### src/rtl/vsid_pkg.sv
`timescale 1ns/1ps
package vsid_pkg;

  // segment-size selector shared by all stages
  typedef enum logic {
    SEG_256M = 1'b0,
    SEG_1T   = 1'b1
  } seg_mode_e;

  // default geometry
  localparam int unsigned DEF_CTX_W   = 19;
  localparam int unsigned DEF_SEG_W   = 36;          // EA bits 63:28
  localparam int unsigned DEF_NB_S    = 36;          // modulus width, small segments
  localparam int unsigned DEF_NB_L    = 24;          // modulus width, large segments
  localparam int unsigned DEF_MUL_W   = 28;
  localparam int unsigned DEF_MUL_S   = 200730139;
  localparam int unsigned DEF_MUL_L   = 12538073;
  localparam int unsigned DEF_UBITS_S = 16;          // user segment-number bits, small
  localparam int unsigned DEF_UBITS_L = 4;           // user segment-number bits, large
  localparam int unsigned DEF_LSHIFT  = 12;          // large segment number offset in seg field

endpackage

### src/rtl/vsid_rst_sync.sv
`timescale 1ns/1ps
module vsid_rst_sync (
  input  logic clk,
  input  logic rst_n,
  output logic rst_sync_n
);

  logic meta_q;
  logic sync_q;

  always_ff @(posedge clk or negedge rst_n) begin
    if (!rst_n) begin
      meta_q <= 1'b0;
      sync_q <= 1'b0;
    end else begin
      meta_q <= 1'b1;
      sync_q <= meta_q;
    end
  end

  assign rst_sync_n = sync_q;

endmodule

### src/rtl/vsid_proto.sv
`timescale 1ns/1ps
module vsid_proto
  import vsid_pkg::*;
#(
  parameter int unsigned CTX_W   = DEF_CTX_W,
  parameter int unsigned SEG_W   = DEF_SEG_W,
  parameter int unsigned NB_S    = DEF_NB_S,
  parameter int unsigned NB_L    = DEF_NB_L,
  parameter int unsigned UBITS_S = DEF_UBITS_S,
  parameter int unsigned UBITS_L = DEF_UBITS_L,
  parameter int unsigned LSHIFT  = DEF_LSHIFT
) (
  input  seg_mode_e         mode,
  input  logic              user,
  input  logic [CTX_W-1:0]  ctx,
  input  logic [SEG_W-1:0]  ea_seg,
  output logic [NB_S-1:0]   proto,
  output logic              reserved
);

  logic [NB_S-1:0] proto_s;
  logic [NB_L-1:0] proto_l;

  always_comb begin
    proto_s = '0;
    proto_l = '0;
    if (user) begin
      proto_s[UBITS_S-1:0]     = ea_seg[UBITS_S-1:0];
      proto_s[UBITS_S +: CTX_W] = ctx;
      proto_l[UBITS_L-1:0]     = ea_seg[LSHIFT +: UBITS_L];
      proto_l[UBITS_L +: CTX_W] = ctx;
    end else begin
      proto_s = ea_seg[NB_S-1:0];
      proto_l = ea_seg[LSHIFT +: NB_L];
    end
  end

  always_comb begin
    if (mode == SEG_1T) begin
      proto    = NB_S'(proto_l);
      reserved = (proto_l == {NB_L{1'b1}});
    end else begin
      proto    = proto_s;
      reserved = (proto_s == {NB_S{1'b1}});
    end
  end

endmodule

### src/rtl/vsid_mul_stage.sv
`timescale 1ns/1ps
module vsid_mul_stage
  import vsid_pkg::*;
#(
  parameter int unsigned NB_S  = DEF_NB_S,
  parameter int unsigned MUL_W = DEF_MUL_W,
  parameter int unsigned MUL_S = DEF_MUL_S,
  parameter int unsigned MUL_L = DEF_MUL_L,
  localparam int unsigned PROD_W = NB_S + MUL_W
) (
  input  logic              clk,
  input  logic              rst_n,
  input  logic              v_i,
  input  seg_mode_e         mode_i,
  input  logic              err_i,
  input  logic [NB_S-1:0]   proto_i,
  output logic              v_o,
  output seg_mode_e         mode_o,
  output logic              err_o,
  output logic [PROD_W-1:0] prod_o
);

  localparam logic [MUL_W-1:0] K_S = MUL_W'(MUL_S);
  localparam logic [MUL_W-1:0] K_L = MUL_W'(MUL_L);

  logic [MUL_W-1:0]  k_sel;
  logic [PROD_W-1:0] prod_d;
  logic              v_q;
  seg_mode_e         mode_q;
  logic              err_q;
  logic [PROD_W-1:0] prod_q;

  always_comb begin
    k_sel  = (mode_i == SEG_1T) ? K_L : K_S;
    prod_d = PROD_W'(proto_i) * PROD_W'(k_sel);
  end

  always_ff @(posedge clk or negedge rst_n) begin
    if (!rst_n) v_q <= 1'b0;
    else        v_q <= v_i;
  end

  always_ff @(posedge clk) begin
    if (v_i) begin
      mode_q <= mode_i;
      err_q  <= err_i;
      prod_q <= prod_d;
    end
  end

  assign v_o    = v_q;
  assign mode_o = mode_q;
  assign err_o  = err_q;
  assign prod_o = prod_q;

endmodule

### src/rtl/vsid_fold_stage.sv
`timescale 1ns/1ps
module vsid_fold_stage
  import vsid_pkg::*;
#(
  parameter int unsigned NB_S  = DEF_NB_S,
  parameter int unsigned NB_L  = DEF_NB_L,
  parameter int unsigned MUL_W = DEF_MUL_W,
  localparam int unsigned PROD_W = NB_S + MUL_W,
  localparam int unsigned FOLD_W = NB_S + 1
) (
  input  logic              clk,
  input  logic              rst_n,
  input  logic              v_i,
  input  seg_mode_e         mode_i,
  input  logic              err_i,
  input  logic [PROD_W-1:0] prod_i,
  output logic              v_o,
  output seg_mode_e         mode_o,
  output logic              err_o,
  output logic [FOLD_W-1:0] fold_o
);

  logic [FOLD_W-1:0] fold_d;
  logic              v_q;
  seg_mode_e         mode_q;
  logic              err_q;
  logic [FOLD_W-1:0] fold_q;

  // one fold: high part above the modulus width added to the low part
  always_comb begin
    if (mode_i == SEG_1T)
      fold_d = FOLD_W'(prod_i[NB_L +: NB_L]) + FOLD_W'(prod_i[NB_L-1:0]);
    else
      fold_d = FOLD_W'(prod_i[PROD_W-1:NB_S]) + FOLD_W'(prod_i[NB_S-1:0]);
  end

  always_ff @(posedge clk or negedge rst_n) begin
    if (!rst_n) v_q <= 1'b0;
    else        v_q <= v_i;
  end

  always_ff @(posedge clk) begin
    if (v_i) begin
      mode_q <= mode_i;
      err_q  <= err_i;
      fold_q <= fold_d;
    end
  end

  assign v_o    = v_q;
  assign mode_o = mode_q;
  assign err_o  = err_q;
  assign fold_o = fold_q;

endmodule

### src/rtl/vsid_fix_stage.sv
`timescale 1ns/1ps
module vsid_fix_stage
  import vsid_pkg::*;
#(
  parameter int unsigned NB_S = DEF_NB_S,
  parameter int unsigned NB_L = DEF_NB_L,
  localparam int unsigned FOLD_W = NB_S + 1
) (
  input  logic              clk,
  input  logic              rst_n,
  input  logic              v_i,
  input  seg_mode_e         mode_i,
  input  logic              err_i,
  input  logic [FOLD_W-1:0] fold_i,
  output logic              v_o,
  output seg_mode_e         mode_o,
  output logic              err_o,
  output logic [NB_S-1:0]   vsid_o
);

  logic            carry_s;
  logic            carry_l;
  logic [NB_S-1:0] res_s;
  logic [NB_L-1:0] res_l;
  logic [NB_S-1:0] vsid_d;
  logic            v_q;
  seg_mode_e       mode_q;
  logic            err_q;
  logic [NB_S-1:0] vsid_q;

  // end-around carry: set when the folded value is at or above 2^n - 1,
  // which equals bit n of (fold + 1) given the fold bound
  always_comb begin
    carry_s = fold_i[NB_S] | (&fold_i[NB_S-1:0]);
    carry_l = fold_i[NB_L] | (&fold_i[NB_L-1:0]);
    res_s   = fold_i[NB_S-1:0] + NB_S'(carry_s);
    res_l   = fold_i[NB_L-1:0] + NB_L'(carry_l);
    vsid_d  = (mode_i == SEG_1T) ? NB_S'(res_l) : res_s;
  end

  always_ff @(posedge clk or negedge rst_n) begin
    if (!rst_n) v_q <= 1'b0;
    else        v_q <= v_i;
  end

  always_ff @(posedge clk) begin
    if (v_i) begin
      mode_q <= mode_i;
      err_q  <= err_i;
      vsid_q <= vsid_d;
    end
  end

  assign v_o    = v_q;
  assign mode_o = mode_q;
  assign err_o  = err_q;
  assign vsid_o = vsid_q;

endmodule

### src/rtl/vsid_scrambler.sv
`timescale 1ns/1ps
module vsid_scrambler
  import vsid_pkg::*;
#(
  parameter int unsigned CTX_W   = DEF_CTX_W,
  parameter int unsigned SEG_W   = DEF_SEG_W,
  parameter int unsigned NB_S    = DEF_NB_S,
  parameter int unsigned NB_L    = DEF_NB_L,
  parameter int unsigned MUL_W   = DEF_MUL_W,
  parameter int unsigned MUL_S   = DEF_MUL_S,
  parameter int unsigned MUL_L   = DEF_MUL_L,
  parameter int unsigned UBITS_S = DEF_UBITS_S,
  parameter int unsigned UBITS_L = DEF_UBITS_L,
  parameter int unsigned LSHIFT  = DEF_LSHIFT
) (
  input  logic             clk,
  input  logic             rst_n,
  input  logic             in_valid,
  output logic             in_ready,
  input  logic             in_mode,
  input  logic             in_user,
  input  logic [CTX_W-1:0] in_ctx,
  input  logic [SEG_W-1:0] in_ea_seg,
  output logic             out_valid,
  output logic             out_err,
  output logic [NB_S-1:0]  out_vsid
);

  localparam int unsigned PROD_W = NB_S + MUL_W;
  localparam int unsigned FOLD_W = NB_S + 1;

  logic              rst_int_n;
  logic              accept;
  seg_mode_e         mode0;
  logic [NB_S-1:0]   proto0;
  logic              rsv0;

  logic              v1, err1;
  seg_mode_e         mode1;
  logic [PROD_W-1:0] prod1;
  logic              v2, err2;
  seg_mode_e         mode2;
  logic [FOLD_W-1:0] fold2;
  logic              v3, err3;
  seg_mode_e         mode3;
  logic [NB_S-1:0]   vsid3;

  vsid_rst_sync u_rst (
    .clk        (clk),
    .rst_n      (rst_n),
    .rst_sync_n (rst_int_n)
  );

  assign in_ready = rst_int_n;
  assign accept   = in_valid & rst_int_n;
  assign mode0    = seg_mode_e'(in_mode);

  vsid_proto #(
    .CTX_W(CTX_W), .SEG_W(SEG_W), .NB_S(NB_S), .NB_L(NB_L),
    .UBITS_S(UBITS_S), .UBITS_L(UBITS_L), .LSHIFT(LSHIFT)
  ) u_proto (
    .mode     (mode0),
    .user     (in_user),
    .ctx      (in_ctx),
    .ea_seg   (in_ea_seg),
    .proto    (proto0),
    .reserved (rsv0)
  );

  vsid_mul_stage #(
    .NB_S(NB_S), .MUL_W(MUL_W), .MUL_S(MUL_S), .MUL_L(MUL_L)
  ) u_mul (
    .clk     (clk),
    .rst_n   (rst_int_n),
    .v_i     (accept),
    .mode_i  (mode0),
    .err_i   (rsv0),
    .proto_i (proto0),
    .v_o     (v1),
    .mode_o  (mode1),
    .err_o   (err1),
    .prod_o  (prod1)
  );

  vsid_fold_stage #(
    .NB_S(NB_S), .NB_L(NB_L), .MUL_W(MUL_W)
  ) u_fold (
    .clk    (clk),
    .rst_n  (rst_int_n),
    .v_i    (v1),
    .mode_i (mode1),
    .err_i  (err1),
    .prod_i (prod1),
    .v_o    (v2),
    .mode_o (mode2),
    .err_o  (err2),
    .fold_o (fold2)
  );

  vsid_fix_stage #(
    .NB_S(NB_S), .NB_L(NB_L)
  ) u_fix (
    .clk    (clk),
    .rst_n  (rst_int_n),
    .v_i    (v2),
    .mode_i (mode2),
    .err_i  (err2),
    .fold_i (fold2),
    .v_o    (v3),
    .mode_o (mode3),
    .err_o  (err3),
    .vsid_o (vsid3)
  );

  assign out_valid = v3;
  assign out_err   = v3 & err3;
  assign out_vsid  = vsid3;

endmodule

### config.mk
export PLATFORM = sky130hd
export DESIGN_NAME = vsid_scrambler
export DESIGN_NICKNAME = d
export VERILOG_FILES = /design/src/rtl/vsid_pkg.sv /design/src/rtl/vsid_rst_sync.sv /design/src/rtl/vsid_proto.sv /design/src/rtl/vsid_mul_stage.sv /design/src/rtl/vsid_fold_stage.sv /design/src/rtl/vsid_fix_stage.sv /design/src/rtl/vsid_scrambler.sv
export SDC_FILE = /design/constraint.sdc
export NUM_CORES = 2
export LEC_CHECK = 0
export ABC_AREA = 1
export BUFFER_PORTS_ARGS = -buffer_cell sky130_fd_sc_hd__buf_4
export CAP_MARGIN = 30
export CORE_UTILIZATION = 50
export DETAILED_ROUTE_END_ITERATION = 8
export PLACE_DENSITY = 0.66
export SLEW_MARGIN = 5
export SYNTH_ARGS = -nofsm -noshare
export SYNTH_HDL_FRONTEND = slang
export SYNTH_SLANG_ARGS = --single-unit
### constraint.sdc
create_clock -name clk -period 0.8 [get_ports clk]
set_input_delay 0.08 -clock clk [delete_from_list [all_inputs] [get_ports clk]]
set_output_delay 0.08 -clock clk [all_outputs]
set_load 0.05 [all_outputs]
==> reports/qor_table.md <==
| Metric | Value | Unit |
|---|---|---|
| Worst R2R Start | u_fold.fold_o[28]$_SDFFCE_PP0P_ | - |
| Synthesized area per cell | 8.13 | sq um |
| Gr ovfl total | 0 | - |
| Worst path bufs/invs | 11 | - |
| Post-synthesis cell area | 34400 | sq um |
| Violated checks | negative setup slack | - |
| Io pins | 99 | - |
| Max-capacitance violation count | 0 | - |
| Cell repeated most along the worst path | sky130_fd_sc_hd__fa_1 | - |
| Number of register bits inferred by synthesis | 147 | - |
| Count of input and output buffers | 98 | - |
| Number of DRC violations after detailed-routing iteration 0 | 3127 | - |
| Setup TNS | -456490 | ps |
| Via count of the first global-routing pass | 34162 | - |
| Gate Count Post-Synth | 4234 | - |
| Antenna fix cells | 0 | - |
| Setup violators final | 321 | - |
| Post-placement cell count | 6029 | - |
| Per-cell routed wire length | 20.8 | microns |
| Post-DP HPWL | 106 | mm |
| Slew Limit Headroom | 61.9 | % |
| Nature of the critical path endpoint | flip-flop | - |
| RD Place Congestion | 1.04 | - |
| Post-CTS clock slew at the launch and capture registers of the worst setup and hold paths | 70 | ps |
| Data required time at the worst endpoint | 1010 | ps |
| Run status | complete, but fails checks | - |
| Maximum net fanout on the critical path | 5 | - |
| Seq/Total Area, Yosys | 12.8 | % |
| Worst-skew pair later-pin latency | 460 | ps |
| Std-Cell Core Area | 67600 | sq um |
| Worst setup path class | in -> reg | - |
| Worst min path class | in -> reg | - |
| Global-route wire length before repair | 196 | mm |
| Post-route minimum period | 6020 | ps |
| Final worst-path cycle share | 753 | % |
| Largest delay contributor family on the critical path | adder cells | - |
| Clock root cell | sky130_fd_sc_hd__clkbuf_16 | - |
| Maximum buffer depth of the clock tree | 2 | - |
| Max-slew violation count | 0 | - |
| Worst-case setup margin in the final layout | -5220 | ps |
| Kind of start point of the critical path | primary input | - |
| Die Y-Extent | 264 | microns |
| Achievable clock frequency | 166 | MHz |
| DRC violations left | 0 | - |
| Aggregate global-route resource usage | 37.8 | % |
| Cell with the largest stage delay on the worst path | sky130_fd_sc_hd__fa_2 | - |
| Fraction of layout cells with a size suffix above 1 | 39.6 | % |
| Top area cells in the synthesized netlist | sky130_fd_sc_hd__fa_1 (36%), sky130_fd_sc_hd__ha_1 (13%), sky130_fd_sc_hd__inv_1 (13%), sky130_fd_sc_hd__edfxtp_1 (12%), sky130_fd_sc_hd__nand2_1 (10%) | - |
| Hold Vio Cnt, Final | 0 | - |
| Synth warn | 0 | - |
| Number of buffers created by CTS | 17 | - |
| Via count | 32594 | - |
| Wirelength, routed | 129 | mm |
| Total Die Area | 69900 | sq um |
| Area Growth Syn to Fin | 45.5 | % |
| Clock tree from TritonCTS | built | - |
| Worst Skew | 13.4 | ps |
| Effective utilization at floorplan | 50.9 | % |
| Source of the critical timing path | in_user | - |
| Critical hold path startpoint | in_valid | - |
| Largest net degree at the start of global routing | 41 | - |
| Max H-tree Level | 4 | - |
| Horizontal die dimension | 264 | microns |
| Stage delay of the slowest cell on the critical path | 560 | ps |
| Post-detailed-route count of antenna-violating nets | 0 | - |
| Antenna violations before repair | 2 | - |
| Library cell occupying the most area in the post-synthesis netlist | sky130_fd_sc_hd__fa_1 | - |
| Final cell count without fillers | 6227 | - |
| Post-detailed-route via-to-cell ratio | 5.23 | - |
| Share of flip-flops with an asynchronous set or reset | 3.40 | % |
| Number of sinks on the clock net | 147 | - |
| Number of enable-type register cells in the synthesized netlist | 142 | - |
| Worst hold slack | 120 | ps |
| Number of rows in the core area | 95 | - |
| Area share of the largest cell type after synthesis | 36.4 | % |
| Pin slew with the least headroom to its limit | 566 | ps |
| Unique cell type count in the Yosys netlist | 47 | - |
| Nets | 6375 | - |
| Most used flip-flop cell after synthesis | sky130_fd_sc_hd__edfxtp_1 | - |
| Data arrival at the endpoint of the critical path | 6240 | ps |
| Iteration count of the initial detailed-routing pass | 8 | - |
| RSZ-0062 raised after global routing | true | - |
| Dpl ws | -5960 | ps |
==> metal layers <==
metal | up-vias | share of wire, % | GRT usage, %
met5 | - | 0.010 | 0
met4 | 2 | 4.6 | 14.1
met3 | 319 | 9.0 | 6.60
met2 | 1552 | 46 | 60.3
met1 | 15937 | 41 | 51.6
li1 | 14784 | - | -
==> placed cells by master (no fill, tap or decap), types with 36 or more instances in the layout <==
cell | netlist | routed
sky130_fd_sc_hd__inv_2 | 10 | 122
sky130_fd_sc_hd__nand2_2 | 14 | 209
sky130_fd_sc_hd__nor2_2 | 21 | 82
sky130_fd_sc_hd__buf_4 | 0 | 888
sky130_fd_sc_hd__xor2_1 | 53 | 36
sky130_fd_sc_hd__fa_1 | 625 | 559
sky130_fd_sc_hd__ha_1 | 349 | 221
sky130_fd_sc_hd__buf_6 | 2 | 107
sky130_fd_sc_hd__a21oi_1 | 133 | 52
sky130_fd_sc_hd__ha_4 | 0 | 116
sky130_fd_sc_hd__nand3_2 | 6 | 44
sky130_fd_sc_hd__fa_2 | 0 | 66
sky130_fd_sc_hd__nand2_4 | 0 | 97
sky130_fd_sc_hd__conb_1 | 2 | 90
sky130_fd_sc_hd__nor2_4 | 2 | 99
sky130_fd_sc_hd__a21oi_2 | 0 | 67
sky130_fd_sc_hd__inv_1 | 1160 | 1025
sky130_fd_sc_hd__nand4_1 | 41 | 41
sky130_fd_sc_hd__nor2_1 | 353 | 195
sky130_fd_sc_hd__nand3_1 | 133 | 79
sky130_fd_sc_hd__edfxtp_1 | 142 | 142
sky130_fd_sc_hd__nand2_1 | 948 | 654
==> area by class of cell <==
class | count | area (sq um)
Multi-Input combinational cell | 2979 | 31100
Fill cell | 4878 | 17500
Timing Repair Buffer | 1025 | 8470
Inverter | 1171 | 4460
Sequential cell | 147 | 4390
Tap cell | 873 | 1090
Clock buffer | 17 | 425
Clock inverter | 15 | 164
==> state kept, by name (all words and copies together) (netlist names) <==
signal	count
u_fold.fold_o	37
u_mul.mode_o	1
u_fix.v_o	1
u_fold.mode_o	1
u_rst.meta_q	1
u_fix.vsid_o	36
u_mul.prod_o	64
u_mul.err_o	1
u_rst.rst_sync_n	1
u_mul.v_o	1
u_fix.err_o	1
u_fold.err_o	1
u_fold.v_o	1
==> worst min-delay path, stage by stage <==
cell and delay [ps]:
sky130_fd_sc_hd__buf_4 110, sky130_fd_sc_hd__nand2_1 70, sky130_fd_sc_hd__inv_2 120, sky130_fd_sc_hd__buf_4 170
==> cells by family after synthesis <==
family / after synthesis / synth area share, %
mux: 9 / 0.262
xor+xnor: 65 / 1.65
compound gates: 252 / 4.03
other cells: 2 / 0.0218
buf+inv: 1196 / 13.1
fa+ha+maj: 974 / 49.0
simple gates: 1589 / 19.1
flops: 147 / 12.8
==> through the flow <==
stage	area [sq um]	util (%)
floorplan	35700	-
global placement	43200	63.9
detailed placement	43200	63.9
CTS	48900	72.3
global route	50100	74.1
finish	50100	74.1
==> cells in the mapped netlist, types with 4 or more instances <==
library cell and instances:
sky130_fd_sc_hd__nor3_1 27, sky130_fd_sc_hd__inv_2 10, sky130_fd_sc_hd__mux2i_1 9, sky130_fd_sc_hd__nand3_1 133
sky130_fd_sc_hd__xnor2_1 12, sky130_fd_sc_hd__nand3_2 6, sky130_fd_sc_hd__a21oi_1 133, sky130_fd_sc_hd__or2_0 4
sky130_fd_sc_hd__clkbuf_1 12, sky130_fd_sc_hd__or2_2 4, sky130_fd_sc_hd__o21ai_0 71, sky130_fd_sc_hd__fa_1 625
sky130_fd_sc_hd__nor2_2 21, sky130_fd_sc_hd__inv_1 1160, sky130_fd_sc_hd__nand2_1 948, sky130_fd_sc_hd__buf_2 9
sky130_fd_sc_hd__nand2_2 14, sky130_fd_sc_hd__nor3_2 8, sky130_fd_sc_hd__nand3b_1 11, sky130_fd_sc_hd__nand4_1 41
sky130_fd_sc_hd__a21o_1 7, sky130_fd_sc_hd__nor2_1 353, sky130_fd_sc_hd__dfrtp_1 5, sky130_fd_sc_hd__xor2_1 53
sky130_fd_sc_hd__ha_1 349, sky130_fd_sc_hd__o21a_1 7, sky130_fd_sc_hd__nor4_1 10, sky130_fd_sc_hd__o21bai_1 17
sky130_fd_sc_hd__edfxtp_1 142, sky130_fd_sc_hd__o21ai_2 7
==> repair_timing <==
action	CTS	global route
buffers inserted	163	27
endpoints found under the setup margin	321	321
hold buffers	2	0
gates cloned	2	0
resized for setup	935	292
pin swaps	334	159
endpoints found under the hold margin	2	0
==> worst paths after layout <==
| check | end | slack, ps | cells after the start |
|---|---|---|---|
| worst min-delay path | u_mul.v_o$_DFF_PN0_ | 120 | 4 |
| min in group asynchronous | u_mul.v_o$_DFF_PN0_ | 150 | 1 |
| worst min register to register | u_mul.v_o$_DFF_PN0_ | 150 | 1 |
| worst max register to register | u_fix.vsid_o[20]$_DFFE_PP_ | -1960 | 16 |
| max in group asynchronous | u_rst.rst_sync_n$_DFF_PN0_ | 170 | 3 |
| worst max-delay path | u_mul.prod_o[53]$_DFFE_PP_ | -5220 | 31 |
Power is left out: the tool's default activity adds up to more than one toggle a clock period on the data nets, which glitch-free logic cannot reach.
